## src/rtl/fdec2fp_pkg.sv

```systemverilog
// Shared constants, FSM state type and a constant power-of-ten helper for
// the decimal fixed-point to single-precision converter.
package fdec2fp_pkg;

    localparam int EXP_BIAS = 127;
    localparam int EXP_W    = 8;
    localparam int MANT_W   = 23;
    localparam int WORD_W   = 1 + EXP_W + MANT_W;

    typedef enum logic [1:0] {
        ST_IDLE,
        ST_SCALE,
        ST_DOUBLE,
        ST_PACK
    } cvt_state_t;

    // 10 to the power k, for elaboration-time tables
    function automatic longint unsigned pow10(input int k);
        longint unsigned v;
        v = 1;
        for (int i = 0; i < k; i++) begin
            v = v * 10;
        end
        return v;
    endfunction

endpackage

```

## src/rtl/fdec2fp_pow10.sv

```systemverilog
// Picks the smallest power of ten strictly greater than the input value.
// Assumes value <= 10^DEC_DIGITS - 1 and that 10^DEC_DIGITS fits in FRAC_W bits.
// A zero input selects 10^0 = 1.
module fdec2fp_pow10
    import fdec2fp_pkg::*;
#(
    parameter int FRAC_W     = 30,
    parameter int DEC_DIGITS = 9
) (
    input  logic [FRAC_W-1:0] value,
    output logic [FRAC_W-1:0] scale
);

    logic [FRAC_W-1:0] ladder [DEC_DIGITS+1];

    genvar gk;
    generate
        for (gk = 0; gk <= DEC_DIGITS; gk++) begin : g_ladder
            assign ladder[gk] = FRAC_W'(pow10(gk));
        end
    endgenerate

    // Walk down the ladder so the last hit is the smallest power above value
    always_comb begin
        scale = ladder[DEC_DIGITS];
        for (int k = DEC_DIGITS - 1; k >= 0; k--) begin
            if (value < ladder[k]) begin
                scale = ladder[k];
            end
        end
    end

endmodule

```

## src/rtl/fdec2fp_doubler.sv

```systemverilog
// Expands remainder/scale into binary fraction bits, one bit per step.
// Each step doubles the remainder. When the doubled value reaches the scale,
// the step emits a 1 and subtracts the scale; otherwise it emits a 0.
// Bits enter at the LSB, so after FB steps the first bit sits at the MSB.
// Assumes value < scale when load is applied.
module fdec2fp_doubler #(
    parameter int FRAC_W = 30,
    parameter int FB     = 32
) (
    input  logic              clk,
    input  logic              rst_n,
    input  logic              load,
    input  logic              step,
    input  logic [FRAC_W-1:0] value,
    input  logic [FRAC_W-1:0] scale,
    output logic [FB-1:0]     bits
);

    logic [FRAC_W-1:0] rem_q;
    logic [FRAC_W-1:0] scale_q;
    logic [FRAC_W:0]   twice;
    logic [FRAC_W:0]   less;
    logic              hit;

    // Doubled remainder, the trial subtraction and the emitted bit
    always_comb begin
        twice = {rem_q, 1'b0};
        less  = twice - {1'b0, scale_q};
        hit   = (twice >= {1'b0, scale_q});
    end

    // Remainder, scale and fraction shift register
    always_ff @(posedge clk) begin
        if (!rst_n) begin
            rem_q   <= '0;
            scale_q <= '0;
            bits    <= '0;
        end else if (load) begin
            rem_q   <= value;
            scale_q <= scale;
            bits    <= '0;
        end else if (step) begin
            rem_q   <= hit ? less[FRAC_W-1:0] : twice[FRAC_W-1:0];
            bits    <= {bits[FB-2:0], hit};
        end
    end

endmodule

```

## src/rtl/fdec2fp_normpack.sv

```systemverilog
// Joins the integer magnitude and the binary fraction into one word, finds its
// leading one, and packs sign, biased exponent and mantissa. Ones below the
// mantissa are folded into the mantissa LSB. An all-zero word packs to zero.
// Assumes a non-zero fraction has a 1 within its top four bits
// (the fraction is always at least 0.1).
module fdec2fp_normpack
    import fdec2fp_pkg::*;
#(
    parameter int INT_W = 32,
    parameter int FB    = 32
) (
    input  logic               sign,
    input  logic [INT_W-1:0]   mag,
    input  logic [FB-1:0]      fbits,
    output logic [WORD_W-1:0]  word
);

    localparam int WW = INT_W + FB;
    localparam int QW = $clog2(WW);

    logic [WW-1:0]     joined;
    logic [WW-1:0]     aligned;
    logic [QW-1:0]     lead;
    logic              nonzero;
    logic [MANT_W-1:0] mant;
    logic              sticky;
    logic [EXP_W-1:0]  expo;

    // Leading-one position of the joined word
    always_comb begin
        joined  = {mag, fbits};
        nonzero = |joined;
        lead    = '0;
        for (int i = 0; i < WW; i++) begin
            if (joined[i]) begin
                lead = QW'(i);
            end
        end
    end

    // Move the leading one to the top bit and split mantissa from sticky bits
    always_comb begin
        aligned = joined << (QW'(WW - 1) - lead);
        mant    = aligned[WW-2 -: MANT_W];
        sticky  = |aligned[WW-2-MANT_W:0];
        expo    = EXP_W'(EXP_BIAS - FB + int'(lead));
    end

    // Final word; zero magnitude packs to all zeros
    always_comb begin
        if (nonzero) begin
            word = {sign, expo, mant[MANT_W-1:1], mant[0] | sticky};
        end else begin
            word = '0;
        end
    end

endmodule

```

## src/rtl/fdec2fp.sv

```systemverilog
// Sequential converter from signed integer plus decimal-digit fraction to an
// IEEE-754 single-precision pattern. The FSM captures the operands, selects
// the scaling power of ten, runs FB doubling steps, then packs the word and
// pulses done. The operand layout assumes INT_W integer bits and FRAC_W
// fraction-operand bits; fraction operands above 10^DEC_DIGITS - 1 are clamped.
module fdec2fp
    import fdec2fp_pkg::*;
#(
    parameter int INT_W      = 32,
    parameter int FRAC_W     = 30,
    parameter int DEC_DIGITS = 9,
    parameter int FB         = 32
) (
    input  logic              clk,
    input  logic              rst_n,
    input  logic              start,
    input  logic [INT_W-1:0]  int_in,
    input  logic [FRAC_W-1:0] frac_in,
    output logic              busy,
    output logic              done,
    output logic [31:0]       result
);

    localparam logic [FRAC_W-1:0] FRAC_MAX = FRAC_W'(pow10(DEC_DIGITS) - 1);
    localparam int                CW       = $clog2(FB);

    cvt_state_t         state;
    logic               sign_q;
    logic [INT_W-1:0]   mag_q;
    logic [FRAC_W-1:0]  frac_q;
    logic [CW-1:0]      step_cnt;
    logic [FRAC_W-1:0]  scale;
    logic [FB-1:0]      fbits;
    logic [WORD_W-1:0]  packed_word;
    logic               do_load;
    logic               do_step;

    // Datapath strobes decoded from the FSM state
    always_comb begin
        do_load = (state == ST_SCALE);
        do_step = (state == ST_DOUBLE);
        busy    = (state != ST_IDLE);
    end

    fdec2fp_pow10 #(
        .FRAC_W     (FRAC_W),
        .DEC_DIGITS (DEC_DIGITS)
    ) u_pow10 (
        .value (frac_q),
        .scale (scale)
    );

    fdec2fp_doubler #(
        .FRAC_W (FRAC_W),
        .FB     (FB)
    ) u_doubler (
        .clk   (clk),
        .rst_n (rst_n),
        .load  (do_load),
        .step  (do_step),
        .value (frac_q),
        .scale (scale),
        .bits  (fbits)
    );

    fdec2fp_normpack #(
        .INT_W (INT_W),
        .FB    (FB)
    ) u_normpack (
        .sign  (sign_q),
        .mag   (mag_q),
        .fbits (fbits),
        .word  (packed_word)
    );

    // Conversion sequencer, operand capture and result register
    always_ff @(posedge clk) begin
        if (!rst_n) begin
            state    <= ST_IDLE;
            sign_q   <= 1'b0;
            mag_q    <= '0;
            frac_q   <= '0;
            step_cnt <= '0;
            done     <= 1'b0;
            result   <= '0;
        end else begin
            done <= 1'b0;
            unique case (state)
                ST_IDLE: begin
                    if (start) begin
                        sign_q <= int_in[INT_W-1];
                        mag_q  <= int_in[INT_W-1] ? (~int_in) + INT_W'(1) : int_in;
                        frac_q <= (frac_in > FRAC_MAX) ? FRAC_MAX : frac_in;
                        state  <= ST_SCALE;
                    end
                end
                ST_SCALE: begin
                    step_cnt <= '0;
                    state    <= ST_DOUBLE;
                end
                ST_DOUBLE: begin
                    step_cnt <= step_cnt + CW'(1);
                    if (step_cnt == CW'(FB - 1)) begin
                        state <= ST_PACK;
                    end
                end
                ST_PACK: begin
                    result <= packed_word;
                    done   <= 1'b1;
                    state  <= ST_IDLE;
                end
                default: state <= ST_IDLE;
            endcase
        end
    end

endmodule

```

## config.mk

```make
export PLATFORM = sky130hd
export DESIGN_NAME = fdec2fp
export DESIGN_NICKNAME = d
export VERILOG_FILES = /design/src/rtl/fdec2fp_pkg.sv /design/src/rtl/fdec2fp_pow10.sv /design/src/rtl/fdec2fp_doubler.sv /design/src/rtl/fdec2fp_normpack.sv /design/src/rtl/fdec2fp.sv
export SDC_FILE = /design/constraint.sdc
export NUM_CORES = 1
export LEC_CHECK = 0
export BUFFER_PORTS_ARGS = -buffer_cell sky130_fd_sc_hd__buf_4
export CORE_MARGIN = 2
export CORE_UTILIZATION = 43
export DETAILED_ROUTE_END_ITERATION = 10
export PLACE_DENSITY = 0.7
export RECOVER_POWER = 100
export SETUP_SLACK_MARGIN = 0.2
export SYNTH_ARGS = -nofsm -noshare
export SYNTH_HDL_FRONTEND = slang
export SYNTH_SLANG_ARGS = --single-unit
```

## constraint.sdc

```tcl
create_clock -name clk -period 3.9 [get_ports clk]
set_clock_uncertainty 0.05 [all_clocks]
set_input_delay 0.39 -clock clk [delete_from_list [all_inputs] [get_ports clk]]
set_output_delay 0.39 -clock clk [all_outputs]
set_load 0.005 [all_outputs]
```

; ---- Word level (Yosys, flattened, before mapping)
; Cells that the tools add are included.
[totals]
inputBits = 65
regBits = 195
[op_classes]
magnitude_cmp = 11
n_mux = 83
addsub = 5
n_reduce_logical = 8
n_eq_ne = 6
n_bitwise = 3
shifts = 1
[op_table]
columns = cell, n
row1 = two-way mux 30 bit, 13
row2 = two-way mux 6 bit, 32
row3 = two-way mux 5 bit, 16
row4 = two-way mux 32 bit, 2
row5 = OR reduction 64 bit, 1
row6 = << shifter 64 x 6 -> 63 bit, 1
row7 = OR reduction 40 bit, 1
row8 = "adder 32 x 1 -> 32 bit, second input constant", 1
row9 = two-way mux 4 bit, 8
row10 = inverter 32 bit, 1
row11 = greater-or-equal comparator 31 x 30 -> 1 bit, 1
row12 = "> comparator 30 bit, second input constant", 1
row13 = "< comparator 30 x 1 -> 1 bit, second input constant", 1
row14 = "< comparator 30 x 10 -> 1 bit, second input constant", 1
row15 = "< comparator 30 x 14 -> 1 bit, second input constant", 1
row16 = "< comparator 30 x 17 -> 1 bit, second input constant", 1
row17 = "< comparator 30 x 20 -> 1 bit, second input constant", 1
row18 = "< comparator 30 x 24 -> 1 bit, second input constant", 1
row19 = "< comparator 30 x 27 -> 1 bit, second input constant", 1
row20 = "< comparator 30 x 4 -> 1 bit, second input constant", 1
row21 = "< comparator 30 x 7 -> 1 bit, second input constant", 1
row22 = subtractor 30 bit, 1
row23 = two-way mux 3 bit, 4
row24 = one-hot mux 5 bit (2 select lines), 1
row25 = 17 further kinds, 24

; ---- Logic depth before layout (Yosys ltp)
[depth]
word_depth = 68
ltp_mapped = 20
depth_no_buf = 16

; ---- Cells and area by module
; From an unflattened synthesis, not the netlist that was laid out.
[hier_totals]
hier_cells = 2121
hier_area_um2 = 16119.2
[modules_own_cells]
columns = module, cells_per_inst, n_inst, area_each_um2
row1 = fdec2fp_normpack, 873, 1, 5540.3
row2 = fdec2fp_doubler, 641, 1, 5466.5
row3 = fdec2fp, 509, 1, 4494.3
row4 = fdec2fp_pow10, 98, 1, 618.1

; ---- Worst setup path after synthesis
; OpenSTA, ideal clock, no wires.
[synth_timing]
path_kind = register to register
startpoint = register u_doubler.scale_q[1]
endpoint = register u_doubler.rem_q[16]
setup_ns = 0.130
n_path_buf = 2
setup_slack_ns = 0.155
path_stages_with_launch = 18
arrival_ns = 3.566
path_cell_list = dfxtp_1 -> inv_1 -> ha_1 -> nor2b_1 -> o21a_1 -> o21ai_0 -> a311oi_1 -> o21ai_0 -> a211oi_1 -> o31a_1 -> o41ai_1 -> nand2b_1 -> and2_1 -> clkbuf_1 -> clkbuf_1 -> nor2_1 -> a211oi_1 -> o31ai_1
[synth_between]
elab_chain_cells = 4
word_cells_on_any_way = 5
[synth_rtl]
columns = element, line_no
row1 = "start, declared", fdec2fp_doubler.sv:20  ; logic [FRAC_W-1:0] scale_q;
row2 = "start signal, assigned", fdec2fp_doubler.sv:40  ; scale_q <= scale;
row3 = subtractor 30 bit / greater-or-equal comparator 31 x 30 -> 1 bit (equally long branches), "fdec2fp_doubler.sv:28, fdec2fp_doubler.sv:29"
row4 = two-way mux 30 bit *, fdec2fp_doubler.sv:43  ; rem_q <= hit ? less[FRAC_W-1:0] : twice[FRAC_W-1:0];
row5 = two-way mux 30 bit *, fdec2fp_doubler.sv:42  ; end else if (step) begin
row6 = two-way mux 30 bit *, fdec2fp_doubler.sv:38  ; end else if (load) begin
row7 = "end signal, assigned", fdec2fp_doubler.sv:39  ; rem_q <= value;
row8 = "end signal, assigned", fdec2fp_doubler.sv:43
row9 = "end, declared", fdec2fp_doubler.sv:19  ; logic [FRAC_W-1:0] rem_q;
; Every way passes the cells marked *; elsewhere a longest branch is shown, timed or not. The select of a mux whose other input is x is not followed.
; A chain may end at the register's enable or synchronous reset.

; ---- Worst setup path after layout
[layout_timing]
startpoint = register mag_q[29]
endpoint = register result[0]
[layout_between]
elab_chain_cells = 8
word_cells_on_any_way = 9
[layout_rtl]
columns = element, line_no
row1 = "start, declared", fdec2fp.sv:29  ; logic [INT_W-1:0] mag_q;
row2 = "start signal, assigned", fdec2fp.sv:92  ; mag_q <= int_in[INT_W-1] ? (~int_in) + INT_W'(1) : int_in;
row3 = two-way mux 6 bit (3 in a row), fdec2fp_normpack.sv:35  ; if (joined[i]) begin
row4 = subtractor 6 bit, fdec2fp_normpack.sv:43  ; aligned = joined << (QW'(WW - 1) - lead);
row5 = << shifter 64 x 6 -> 63 bit, fdec2fp_normpack.sv:43
row6 = OR reduction 40 bit, fdec2fp_normpack.sv:45  ; sticky = |aligned[WW-2-MANT_W:0];
row7 = OR 1 bit, fdec2fp_normpack.sv:52  ; word = {sign, expo, mant[MANT_W-1:1], mant[0] | sticky};
row8 = two-way mux 32 bit *, fdec2fp_normpack.sv:51  ; if (nonzero) begin
row9 = "end signal, assigned", fdec2fp.sv:108  ; result <= packed_word;
row10 = "end, declared", fdec2fp.sv:21  ; output logic [31:0] result
; Every way passes the cells marked *; elsewhere a longest branch is shown, timed or not.

==> flow_summary.ini <==
[layout]
n_antenna_cell = 0
layout.nets = 2373
final_common_cell = buf_4
drive_gt1_share_pct = 30.86
final_cell_mix = buf_4, nor2_1, nand2_1
fin_area_um2 = 20180
fillers = 3040
syn_to_final_growth_pct = 34.72

[timing]
slew_headroom_pct = -49.85
finalWorstSetupSlack_ns = -0.1682
rsz0062_at_grt = yes
post-route-period-util_pct = 104.3
min_period_ns = 4.068
hold_viol = 0
drv_slew = 81
final.setup.tns_ns = -0.1902
setup_viol = 2
tightest_slew_ns = 2.248
max_freq_mhz = 245.8

[placed_design]
place_area_um2 = 17950
numPortBuffers = 98
dp_hpwl_mm = 41.35
place.gp.congestion = 0.9703

[logic_synthesis]
ys.flop_type = dfxtp_1
synth_area_um2 = 14980
synthCells = 1977
postSynthAreaPerCell_um2 = 7.577
ys_ff_latch = 188
ys_types = 89
synth_seq_area_share_pct = 25.13
async_flop_share_pct = 0
synth_edf_count = 0
yosys_warnings = 0
synth_fp_nets = 2082

[clock_network]
cts_buffer_depth = 2
cts_made_buffers = 17
root_buffer = clkbuf_16
clkTransAtPathRegs_ns = 0.08
htreeDepth = 4
clock_sinks = 188
clock_latency_ns = 0.47
cts_tree = built

[die]
die-area_um2 = 36350
rows = 68
die_y_um = 190.6
core_area_um2 = 34460
fp.dieW_um = 190.6
start_util_pct = 43.47
io_pins = 99

[drt]
drt_iter0_drc = 1550
ant_nets = 0
first_pass_iters = 7
viasPerCell = 6.253
drcViolationCount = 0
drt_wl_total_mm = 57.16
wl_per_cell_um = 20.89
route.vias.total = 17110

[global_routing]
grt_pass1_wl_mm = 86.95
grt_max_degree = 93
track_usage_pct = 29.83
grt.overflow.total = 0
grt_pass1_vias = 16280
antenna_found_initial = 0

[setup_path]
cp.required_ns = 4.23
worstSetupStartpointType = register
crit_path_max_fanout = 5
crit_type = register to register
cp_data_arrival_time_ns = 4.40
worstSetupEndpointType = register

[hold_path]
holdCritPathClass = input pin to register

[run]
max_cap_viol_count = 2

[pwr]
powerDensity_nw_per_um2 = 1120
ir_drop_uv = 554.1
finalPower_mw = 22.61
leakage_nw = 8.263

[status]
outcome = finished with violations
violations = capacitance limit, slew limit, setup timing
-- where the power goes --
group / internal, mW / switching (mW)
clock network: 0.925 / 0.867
registers: 2.29 / 0.404
logic: 8.43 / 9.69
-- per-layer routing --
metal	vias to the layer above	wire, um	GRT usage [%]
met2	817	27210	50.56
met1	8200	23660	37.09
met4	0	2648	14.34
li1	7896	-	-
met5	-	0	0
met3	195	3644	4.325
-- area by class of cell --
type                    instances  area (um2)  share of cell area (%)
clock buffers                  19       442.9                   2.195
clock inverters                13       145.1                  0.7192
inverters                      59       237.7                   1.178
multi-input cells            1557       11300                   56.00
flip-flops and latches        188        3787                   18.77
well taps                     455       569.3                   2.821
repair buffers                445        3696                   18.31
-- cells by family after synthesis --
| group | count (synthesis) | synth area share (%) |
|---|---|---|
| and+or+nand+nor | 681 | 21.31 |
| AOI/OAI and AO/OA | 585 | 26.91 |
| buffers and inverters | 232 | 6.666 |
| muxes | 201 | 13.67 |
| DFF | 188 | 25.13 |
| xor gates and xnor gates | 50 | 2.923 |
| adders and majority gates | 40 | 3.391 |
-- Yosys cell counts, types with 36 or more instances --
cell type	number	share of area, %
o21ai_0	105	3.5
nand2_1	188	4.7
nor3_1	38	1.3
clkbuf_1	109	2.7
a211oi_1	58	2.9
nand3_1	36	1.2
nor2_1	237	5.9
buf_2	39	1.3
mux2i_1	178	12
inv_1	57	1.4
a21oi_1	135	4.5
dfxtp_1	188	25
ha_1	39	3.3
-- flip-flops by register name, summed over array words and instances, names as in the netlist, 2 cells and up --
name,count
u_doubler.scale_q,23
step_cnt,5
mag_q,32
state,2
u_doubler.bits,32
result,32
u_doubler.rem_q,30
frac_q,30
-- per-stage QoR --
| step | hold slack [ns] | cells | setup slack [ns] | utilization [%] |
|---|---|---|---|---|
| 3_3_place_gp | 0.3897 | 2660 | -0.1852 | 52.10 |
| 5_1_grt | 0.1365 | 2736 | -0.2161 | 58.57 |
| 2_1_floorplan | 0.3765 | 1977 | 0.2334 | - |
| 3_5_place_dp | 0.3955 | 2660 | -0.2666 | 52.10 |
| 4_1_cts | 0.1245 | 2705 | -0.001951 | 55.49 |
| 6_report | 0.1366 | 2736 | -0.1682 | 58.57 |
-- final timing paths --
kind               startpoint         end  slack, ns  cells past startpoint
setup / recovery    mag_q[29]   result[0]      -0.17                     17
hold / removal    frac_in[10]  frac_q[10]       0.14                      3
hold reg to reg        sign_q      sign_q       0.41                      2
setup reg to reg    mag_q[29]   result[0]      -0.17                     17
-- repair_timing --
action / 4_1_cts / 5_1_grt
cloned: 2 / 4
setup buffers: 11 / 27
hold buffers: 0 / 0
gates resized for setup: 110 / 177
pin swaps: 26 / 50
endpoints found under the setup margin: 50 / 51
-- worst max-delay path, cell delays in order, from the launching register on --
cell,delay [ns]
dfxtp_2,0.33
or2_4,0.24
or4_4,0.50
o211ai_4,0.28
nor2_4,0.07
a21o_4,0.28
buf_6,0.15
buf_16,0.13
buf_8,0.12
mux2i_2,0.14
mux2i_1,0.27
mux2i_1,0.14
buf_4,0.16
mux2_4,0.28
and4b_1,0.21
a31o_1,0.21
a31o_1,0.22
a221oi_2,0.20
Power figures use the tool's default switching activity.
